File: config.mk
export PLATFORM = sky130hd
export DESIGN_NAME = vreg_i2c_target
export DESIGN_NICKNAME = d
export VERILOG_FILES = /design/src/rtl/vreg_i2c_pkg.sv /design/src/rtl/vreg_line_sync.sv /design/src/rtl/vreg_i2c_engine.sv /design/src/rtl/vreg_regfile.sv /design/src/rtl/vreg_i2c_target.sv
export SDC_FILE = /design/constraint.sdc
export NUM_CORES = 1
export LEC_CHECK = 0
export BUFFER_PORTS_ARGS = -buffer_cell sky130_fd_sc_hd__clkbuf_2
export CORE_AREA = 2 2 84 86
export CTS_BUF_LIST = sky130_fd_sc_hd__clkbuf_2 sky130_fd_sc_hd__clkbuf_4 sky130_fd_sc_hd__clkbuf_8
export DETAILED_ROUTE_END_ITERATION = 6
export DIE_AREA = 0 0 86 88
export GPL_ROUTABILITY_DRIVEN = 0
export HOLD_SLACK_MARGIN = 0.15
export PLACE_DENSITY = 0.61
export SLEW_MARGIN = 40
export SYNTH_ARGS = -nofsm -noshare
export SYNTH_HDL_FRONTEND = slang
export SYNTH_SLANG_ARGS = --single-unit
File: constraint.sdc
create_clock -name clk -period 4.4 [get_ports clk]
set_input_delay 0.88 -clock clk [delete_from_list [all_inputs] [get_ports clk]]
set_output_delay 0.88 -clock clk [all_outputs]
set_load 0.01 [all_outputs]
File: src/rtl/vreg_i2c_pkg.sv
package vreg_i2c_pkg;

    localparam int BYTE_W   = 8;
    localparam int IDX_W    = 3;
    localparam int N_EVT    = 2;

    localparam logic [6:0] TARGET_ADDR = 7'h40;

    localparam logic [IDX_W-1:0] IDX_VA   = 3'd1;
    localparam logic [IDX_W-1:0] IDX_VB   = 3'd2;
    localparam logic [IDX_W-1:0] IDX_CTRL = 3'd3;
    localparam logic [IDX_W-1:0] IDX_STAT = 3'd5;

    localparam logic [BYTE_W-1:0] RST_VA   = 8'h10;
    localparam logic [BYTE_W-1:0] RST_VB   = 8'h38;
    localparam logic [BYTE_W-1:0] RST_CTRL = 8'h6B;

    localparam int CTRL_SWRST_BIT = 7;
    localparam int STAT_THERM_BIT = 4;
    localparam int STAT_PGBAD_BIT = 2;

    typedef enum logic [3:0] {
        PH_IDLE, PH_ADDR, PH_ADDR_ACK, PH_PTR, PH_PTR_ACK,
        PH_WDAT, PH_WDAT_ACK, PH_RDAT, PH_RDAT_ACK, PH_PARK
    } phase_e;

    typedef struct packed {
        logic scl;
        logic sda;
        logic scl_rise;
        logic scl_fall;
        logic start;
        logic stop;
    } line_ev_t;

    typedef struct packed {
        logic              wr;
        logic              rd;
        logic [IDX_W-1:0]  idx;
        logic [BYTE_W-1:0] data;
    } reg_req_t;

    // flags vector: [1] thermal, [0] power-bad
    function automatic logic [BYTE_W-1:0] stat_byte(logic [N_EVT-1:0] flags);
        logic [BYTE_W-1:0] b;
        b = '0;
        b[STAT_THERM_BIT] = flags[1];
        b[STAT_PGBAD_BIT] = flags[0];
        return b;
    endfunction

endpackage

File: src/rtl/vreg_line_sync.sv
module vreg_line_sync
    import vreg_i2c_pkg::*;
#(
    parameter int SYNC_STAGES = 2
) (
    input  logic     clk,
    input  logic     rst,
    input  logic     scl_i,
    input  logic     sda_i,
    output line_ev_t ev_o
);
    localparam int MSB = SYNC_STAGES - 1;

    logic [MSB:0] scl_pipe, sda_pipe;
    logic         scl_d, sda_d;

    always_ff @(posedge clk) begin
        if (rst) begin
            scl_pipe <= '1;
            sda_pipe <= '1;
            scl_d    <= 1'b1;
            sda_d    <= 1'b1;
        end else begin
            scl_pipe <= {scl_pipe[MSB-1:0], scl_i};
            sda_pipe <= {sda_pipe[MSB-1:0], sda_i};
            scl_d    <= scl_pipe[MSB];
            sda_d    <= sda_pipe[MSB];
        end
    end

    always_comb begin
        ev_o.scl      = scl_pipe[MSB];
        ev_o.sda      = sda_pipe[MSB];
        ev_o.scl_rise = scl_pipe[MSB] & ~scl_d;
        ev_o.scl_fall = ~scl_pipe[MSB] & scl_d;
        ev_o.start    = scl_pipe[MSB] & scl_d & sda_d & ~sda_pipe[MSB];
        ev_o.stop     = scl_pipe[MSB] & scl_d & ~sda_d & sda_pipe[MSB];
    end

endmodule

File: src/rtl/vreg_i2c_engine.sv
module vreg_i2c_engine
    import vreg_i2c_pkg::*;
(
    input  logic              clk,
    input  logic              rst,
    input  line_ev_t          ev,
    input  logic [BYTE_W-1:0] rd_data,
    output reg_req_t          req,
    output logic              sda_oe_o
);
    localparam logic [3:0] FULL = 4'(BYTE_W);

    phase_e            ph;
    logic [3:0]        nbits;
    logic [BYTE_W-1:0] shreg;
    logic [IDX_W-1:0]  ptr;
    logic              rw;
    logic              oe_q;

    assign sda_oe_o = oe_q;

    always_comb begin
        req.idx  = ptr;
        req.data = shreg;
        req.wr   = (ph == PH_WDAT_ACK) && ev.scl_fall;
        req.rd   = (ph == PH_ADDR_ACK) && ev.scl_fall && rw;
    end

    always_ff @(posedge clk) begin
        if (rst) begin
            ph    <= PH_IDLE;
            nbits <= '0;
            shreg <= '0;
            ptr   <= '0;
            rw    <= 1'b0;
            oe_q  <= 1'b0;
        end else if (ev.start) begin
            ph    <= PH_ADDR;
            nbits <= '0;
            oe_q  <= 1'b0;
        end else if (ev.stop) begin
            ph    <= PH_IDLE;
            nbits <= '0;
            oe_q  <= 1'b0;
        end else begin
            case (ph)
                PH_ADDR, PH_PTR, PH_WDAT: begin
                    if (ev.scl_rise && nbits < FULL) begin
                        shreg <= {shreg[BYTE_W-2:0], ev.sda};
                        nbits <= nbits + 4'd1;
                    end else if (ev.scl_fall && nbits == FULL) begin
                        nbits <= '0;
                        if (ph == PH_ADDR) begin
                            if (shreg[BYTE_W-1:1] == TARGET_ADDR) begin
                                rw   <= shreg[0];
                                oe_q <= 1'b1;
                                ph   <= PH_ADDR_ACK;
                            end else begin
                                ph   <= PH_PARK;
                            end
                        end else if (ph == PH_PTR) begin
                            ptr  <= shreg[IDX_W-1:0];
                            oe_q <= 1'b1;
                            ph   <= PH_PTR_ACK;
                        end else begin
                            oe_q <= 1'b1;
                            ph   <= PH_WDAT_ACK;
                        end
                    end
                end
                PH_ADDR_ACK: begin
                    if (ev.scl_fall) begin
                        nbits <= '0;
                        if (rw) begin
                            shreg <= rd_data;
                            oe_q  <= ~rd_data[BYTE_W-1];
                            ph    <= PH_RDAT;
                        end else begin
                            oe_q  <= 1'b0;
                            ph    <= PH_PTR;
                        end
                    end
                end
                PH_PTR_ACK: begin
                    if (ev.scl_fall) begin
                        oe_q <= 1'b0;
                        ph   <= PH_WDAT;
                    end
                end
                PH_WDAT_ACK: begin
                    if (ev.scl_fall) begin
                        oe_q <= 1'b0;
                        ph   <= PH_PARK;
                    end
                end
                PH_RDAT: begin
                    if (ev.scl_rise) begin
                        nbits <= nbits + 4'd1;
                    end else if (ev.scl_fall) begin
                        if (nbits == FULL) begin
                            oe_q <= 1'b0;
                            ph   <= PH_RDAT_ACK;
                        end else begin
                            shreg <= {shreg[BYTE_W-2:0], 1'b0};
                            oe_q  <= ~shreg[BYTE_W-2];
                        end
                    end
                end
                PH_RDAT_ACK: begin
                    if (ev.scl_fall) ph <= PH_PARK;
                end
                default: ;
            endcase
        end
    end

endmodule

File: src/rtl/vreg_regfile.sv
module vreg_regfile
    import vreg_i2c_pkg::*;
(
    input  logic              clk,
    input  logic              rst,
    input  reg_req_t          req,
    input  logic              therm_evt_i,
    input  logic              pgbad_evt_i,
    output logic [BYTE_W-1:0] rd_data,
    output logic [BYTE_W-1:0] va_o,
    output logic [BYTE_W-1:0] vb_o,
    output logic [BYTE_W-1:0] ctrl_o
);
    logic              soft_rst;
    logic              flag_clr;
    logic [N_EVT-1:0]  evt_in;
    logic [N_EVT-1:0]  evt_q;

    assign soft_rst = req.wr && (req.idx == IDX_CTRL) && req.data[CTRL_SWRST_BIT];
    assign flag_clr = soft_rst || (req.rd && (req.idx == IDX_STAT));
    assign evt_in   = {therm_evt_i, pgbad_evt_i};

    always_ff @(posedge clk) begin
        if (rst || soft_rst) begin
            va_o   <= RST_VA;
            vb_o   <= RST_VB;
            ctrl_o <= RST_CTRL;
        end else if (req.wr) begin
            case (req.idx)
                IDX_VA:   va_o   <= req.data;
                IDX_VB:   vb_o   <= req.data;
                IDX_CTRL: ctrl_o <= {1'b0, req.data[BYTE_W-2:0]};
                default:  ;
            endcase
        end
    end

    for (genvar g = 0; g < N_EVT; g++) begin : g_flag
        logic flag_q;
        always_ff @(posedge clk) begin
            if (rst) flag_q <= 1'b0;
            else     flag_q <= evt_in[g] | (flag_q & ~flag_clr);
        end
        assign evt_q[g] = flag_q;
    end

    always_comb begin
        case (req.idx)
            IDX_VA:   rd_data = va_o;
            IDX_VB:   rd_data = vb_o;
            IDX_CTRL: rd_data = ctrl_o;
            IDX_STAT: rd_data = stat_byte(evt_q);
            default:  rd_data = '0;
        endcase
    end

endmodule

File: src/rtl/vreg_i2c_target.sv
module vreg_i2c_target
    import vreg_i2c_pkg::*;
#(
    parameter int SYNC_STAGES = 2
) (
    input  logic       clk,
    input  logic       rst,
    input  logic       scl_i,
    input  logic       sda_i,
    output logic       sda_oe_o,
    input  logic       therm_evt_i,
    input  logic       pgbad_evt_i,
    output logic [7:0] vout_a_o,
    output logic [7:0] vout_b_o,
    output logic [7:0] ctrl_o
);
    line_ev_t          ev;
    reg_req_t          req;
    logic [BYTE_W-1:0] rd_data;

    vreg_line_sync #(.SYNC_STAGES(SYNC_STAGES)) u_sync (
        .clk   (clk),
        .rst   (rst),
        .scl_i (scl_i),
        .sda_i (sda_i),
        .ev_o  (ev)
    );

    vreg_i2c_engine u_engine (
        .clk      (clk),
        .rst      (rst),
        .ev       (ev),
        .rd_data  (rd_data),
        .req      (req),
        .sda_oe_o (sda_oe_o)
    );

    vreg_regfile u_regs (
        .clk         (clk),
        .rst         (rst),
        .req         (req),
        .therm_evt_i (therm_evt_i),
        .pgbad_evt_i (pgbad_evt_i),
        .rd_data     (rd_data),
        .va_o        (vout_a_o),
        .vb_o        (vout_b_o),
        .ctrl_o      (ctrl_o)
    );

endmodule

==> run metrics <==
# H-tree levels=2; biggest fanout along the worst timing path=23; syn nets=roughly 340; CP Class=reg -> reg; footprint of the multi-input gates=0.001690 sq mm; sequential cell area in the final layout=0.001041 sq mm; Worst slew margin=approximately 45%; antenna violations before repair=0; element type at the critical path end=register; depth of the worst register-to-register path=5; most used flip-flop cell after synthesis=sky130_fd_sc_hd__dfxtp_1; total of flip-flops plus latches after synthesis=52; die area=0.007568 sq mm; minimum clock period=2.408 ns; portion of the post-synthesis area used by sequential elements=36.08%; Worst Path Arrival=2.61 ns; IO buf count=29; wire length of the first global-routing pass=around 12000 um; Syn Std Cell Area=0.002885 sq mm; via count of the first global-routing pass=2317; fraction of synthesized cell area taken by the top area cell type=36.08%; placement row count=30; pin count of the biggest net entering global routing=24; run status=completed; total congestion overflow=0; crit path launch type=register; RR Startpoint=u_engine.ph[0]; final hold vios=0; Die Span Y=88 um; relative area change from synthesis to final layout=7.199%; maximum VDD drop=0.0002172 V; Final Total Pwr=1.361 mW; final setup violating endpoints=0; share of the cycle needed by the critical path after routing=54.74%; TritonCTS clock tree=done; Clock Root Buffer=sky130_fd_sc_hd__clkbuf_8; post-cts hold buffer count=0; setup repair after global routing missed its margin=false; Nets=352; Iteration-0 DRC Markers=242; count of mapped cells out of synthesis=334; worst setup path endpoint=u_engine.shreg[7]; number of buffers inserted during clock tree synthesis=5; Global Route Usage Sum=20.39%; DP HPWL=5027 um; total of max-cap violations=0; placeable core region=0.006644 sq mm; effective utilization at floorplan=a little over two fifths; crit path launch=u_engine.ph[0]; class of the tightest hold or removal check=reg -> reg; setup repair bufs after CTS=0; count of antenna diodes in the layout=0; fraction of final layout cells with drive strength greater than 1=17.68%; largest cells by area after synthesis=sky130_fd_sc_hd__dfxtp_1, sky130_fd_sc_hd__mux2i_1, sky130_fd_sc_hd__nand2_1; transition time at the pin with the least slew margin=0.8186 ns; DR DRC count=0; count of nets left with antenna violations after detail routing=0; CTS sink cnt=52; largest area contributor in the synthesized netlist=sky130_fd_sc_hd__dfxtp_1; routed wire length=7335 um; Critical R2R Capture=u_engine.shreg[7]; syn_area_per_cell=about 8.6 sq um; final cell area excluding filler cells=0.003093 sq mm; vias per std cell=a little under 6; final-report max-slew violation count=0; clock latency on the worst-skew pair=0.31 ns; number of filler instances in the final layout=629; post-cts gate resize count=0; I/O pin count=31; post-placement cell area=0.002999 sq mm; routed wirelength normalized by instance count=17.26 um; Die Span X=86 um; required time of the critical path=about 4.6 ns; share of flip-flops with an asynchronous set or reset after synthesis=0%; setup tns final=0 ns; number of distinct library cells after synthesis=65; maximum number of buffers from clock root to sink=2; Achievable Freq=415.2 MHz; Reg2Reg Setup Slack=~2 ns; clock slew at reported path FFs=about 0.10 ns; DRT Pass-1 Iters=4; count of flip-flops with a built-in enable after synthesis=0; power density over the cells=439.9 mW/mm^2; LEAKAGE=1.221 nW; Syn. warnings=0; worst clock skew=~0.011 ns; via total after detailed routing=2519
-- area by class of cell --
cell class | instances | share of cell area (%)
inverter | 6 | 0.7282
timing repair buffer | 29 | 4.693
clock buffer | 6 | 2.468
tap | 80 | 3.236
multi-input combinational | 250 | 54.65
sequential | 52 | 33.66
clock inverter | 2 | 0.5663
-- sequential cells by signal (all words and copies together) (netlist names) --
register and cells:
u_engine.shreg 8, u_regs.va_o 8, u_regs.vb_o 8, u_regs.ctrl_o 7, u_engine.nbits 4, u_engine.ph 4, u_engine.ptr 3, u_regs.g_flag.flag_q 2
u_sync.scl_pipe 2, u_sync.sda_pipe 2, u_engine.rw 1, u_engine.sda_oe_o 1, u_sync.scl_d 1, u_sync.sda_d 1
-- power breakdown --
group | internal, mW | leakage [nW] | switching, mW | total [mW]
clock | 0.123 | 0.0496 | 0.170 | 0.294
sequential | 0.497 | 0.421 | 0.0807 | 0.578
combinational | 0.197 | 0.750 | 0.292 | 0.489
-- worst min-delay path by stage --
stage	to	depth (start not counted)	start	slack (ns)
finish	u_sync.scl_pipe[1]	1	u_sync.scl_pipe[0]	0.42
global route	u_sync.sda_pipe[1]	1	u_sync.sda_pipe[0]	0.44
CTS	u_sync.scl_pipe[1]	1	u_sync.scl_pipe[0]	0.42
detailed placement	u_sync.scl_pipe[1]	1	u_sync.scl_pipe[0]	0.39
global placement	u_sync.sda_pipe[1]	1	u_sync.sda_pipe[0]	0.39
floorplan	u_sync.scl_pipe[1]	1	u_sync.scl_pipe[0]	0.39
-- cell usage after synthesis, drive strengths merged, types with 2 or more instances --
cell type,number
a21o,3
o41ai,7
nor3b,4
o21ai,14
and3b,2
a31oi,3
clkbuf,13
mux2i,25
a32o,3
a2111oi,2
o21a,2
ha,2
a311o,2
nor4,2
a21oi,16
nand4b,2
nand3,7
a22oi,7
or2,8
a211oi,2
xnor2,2
and2,3
a211o,2
inv,6
a221oi,3
nand2b,3
nor4b,3
dfxtp,52
nor2,22
nor3,5
nor2b,6
nand2,53
nand3b,2
o2bb2ai,2
o211ai,7
mux2,5
buf,13
-- cells by family (layout without fill, tap and decap cells) --
group | count (synthesis) | after routing | synth area share (%)
AO/OA/AOI/OAI | 88 | 88 | 24.03
flip-flops | 52 | 52 | 36.08
multiplexers | 30 | 30 | 10.62
XOR/XNOR | 2 | 2 | 0.6072
buffers and inverters | 32 | 43 | 5.334
other | 1 | 1 | 0.1300
AND/OR/NAND/NOR | 127 | 127 | 22.33
adder cells (fa/ha/maj) | 2 | 2 | 0.8672
-- cell usage in the layout (no fill, tap or decap), types with 3 or more instances in the layout --
cell and count:
sky130_fd_sc_hd__a31oi_1 3, sky130_fd_sc_hd__o211ai_1 7, sky130_fd_sc_hd__a221oi_1 3, sky130_fd_sc_hd__mux2_2 5, sky130_fd_sc_hd__a21oi_1 16, sky130_fd_sc_hd__inv_1 5
sky130_fd_sc_hd__nor2b_1 6, sky130_fd_sc_hd__o21ai_0 14, sky130_fd_sc_hd__a21o_1 3, sky130_fd_sc_hd__clkbuf_2 29, sky130_fd_sc_hd__nand2_1 52, sky130_fd_sc_hd__mux2i_1 25
sky130_fd_sc_hd__nand2b_1 3, sky130_fd_sc_hd__or2_2 7, sky130_fd_sc_hd__o41ai_1 4, sky130_fd_sc_hd__nand3_1 7, sky130_fd_sc_hd__clkbuf_8 5, sky130_fd_sc_hd__dfxtp_1 52
sky130_fd_sc_hd__o41ai_2 3, sky130_fd_sc_hd__nor3_1 5, sky130_fd_sc_hd__and2_1 3, sky130_fd_sc_hd__nor2_1 21, sky130_fd_sc_hd__nor3b_1 3, sky130_fd_sc_hd__a32o_1 3
sky130_fd_sc_hd__a22oi_1 7
-- through the flow --
stage	instances	hold WS (ns)	worst slack [ns]	util, %
floorplan	334	0.3895	2.568	-
global placement	417	0.3906	1.950	45.14
detailed placement	417	0.3940	1.915	45.14
CTS	425	0.4199	2.045	46.55
global route	425	0.4355	1.759	46.55
finish	425	0.4182	1.992	46.55
-- critical path: stages, from the launching register on --
cell                       delay (ns)
sky130_fd_sc_hd__dfxtp_1         0.83
sky130_fd_sc_hd__inv_2           0.22
sky130_fd_sc_hd__nor3b_1         0.47
sky130_fd_sc_hd__a2111o_1        0.54
sky130_fd_sc_hd__o21bai_1        0.11
sky130_fd_sc_hd__o311a_1         0.14
-- per-layer routing --
metal / vias up / GRT usage [%] / share of wire, %
li1: 1241 / - / -
met3: 14 / 3.676 / 4.9
met4: 0 / 6.494 / 2.0
met1: 1190 / 28.80 / 48
met2: 74 / 31.57 / 45
met5: - / 0 / 0
Power figures use the tool's default switching activity.
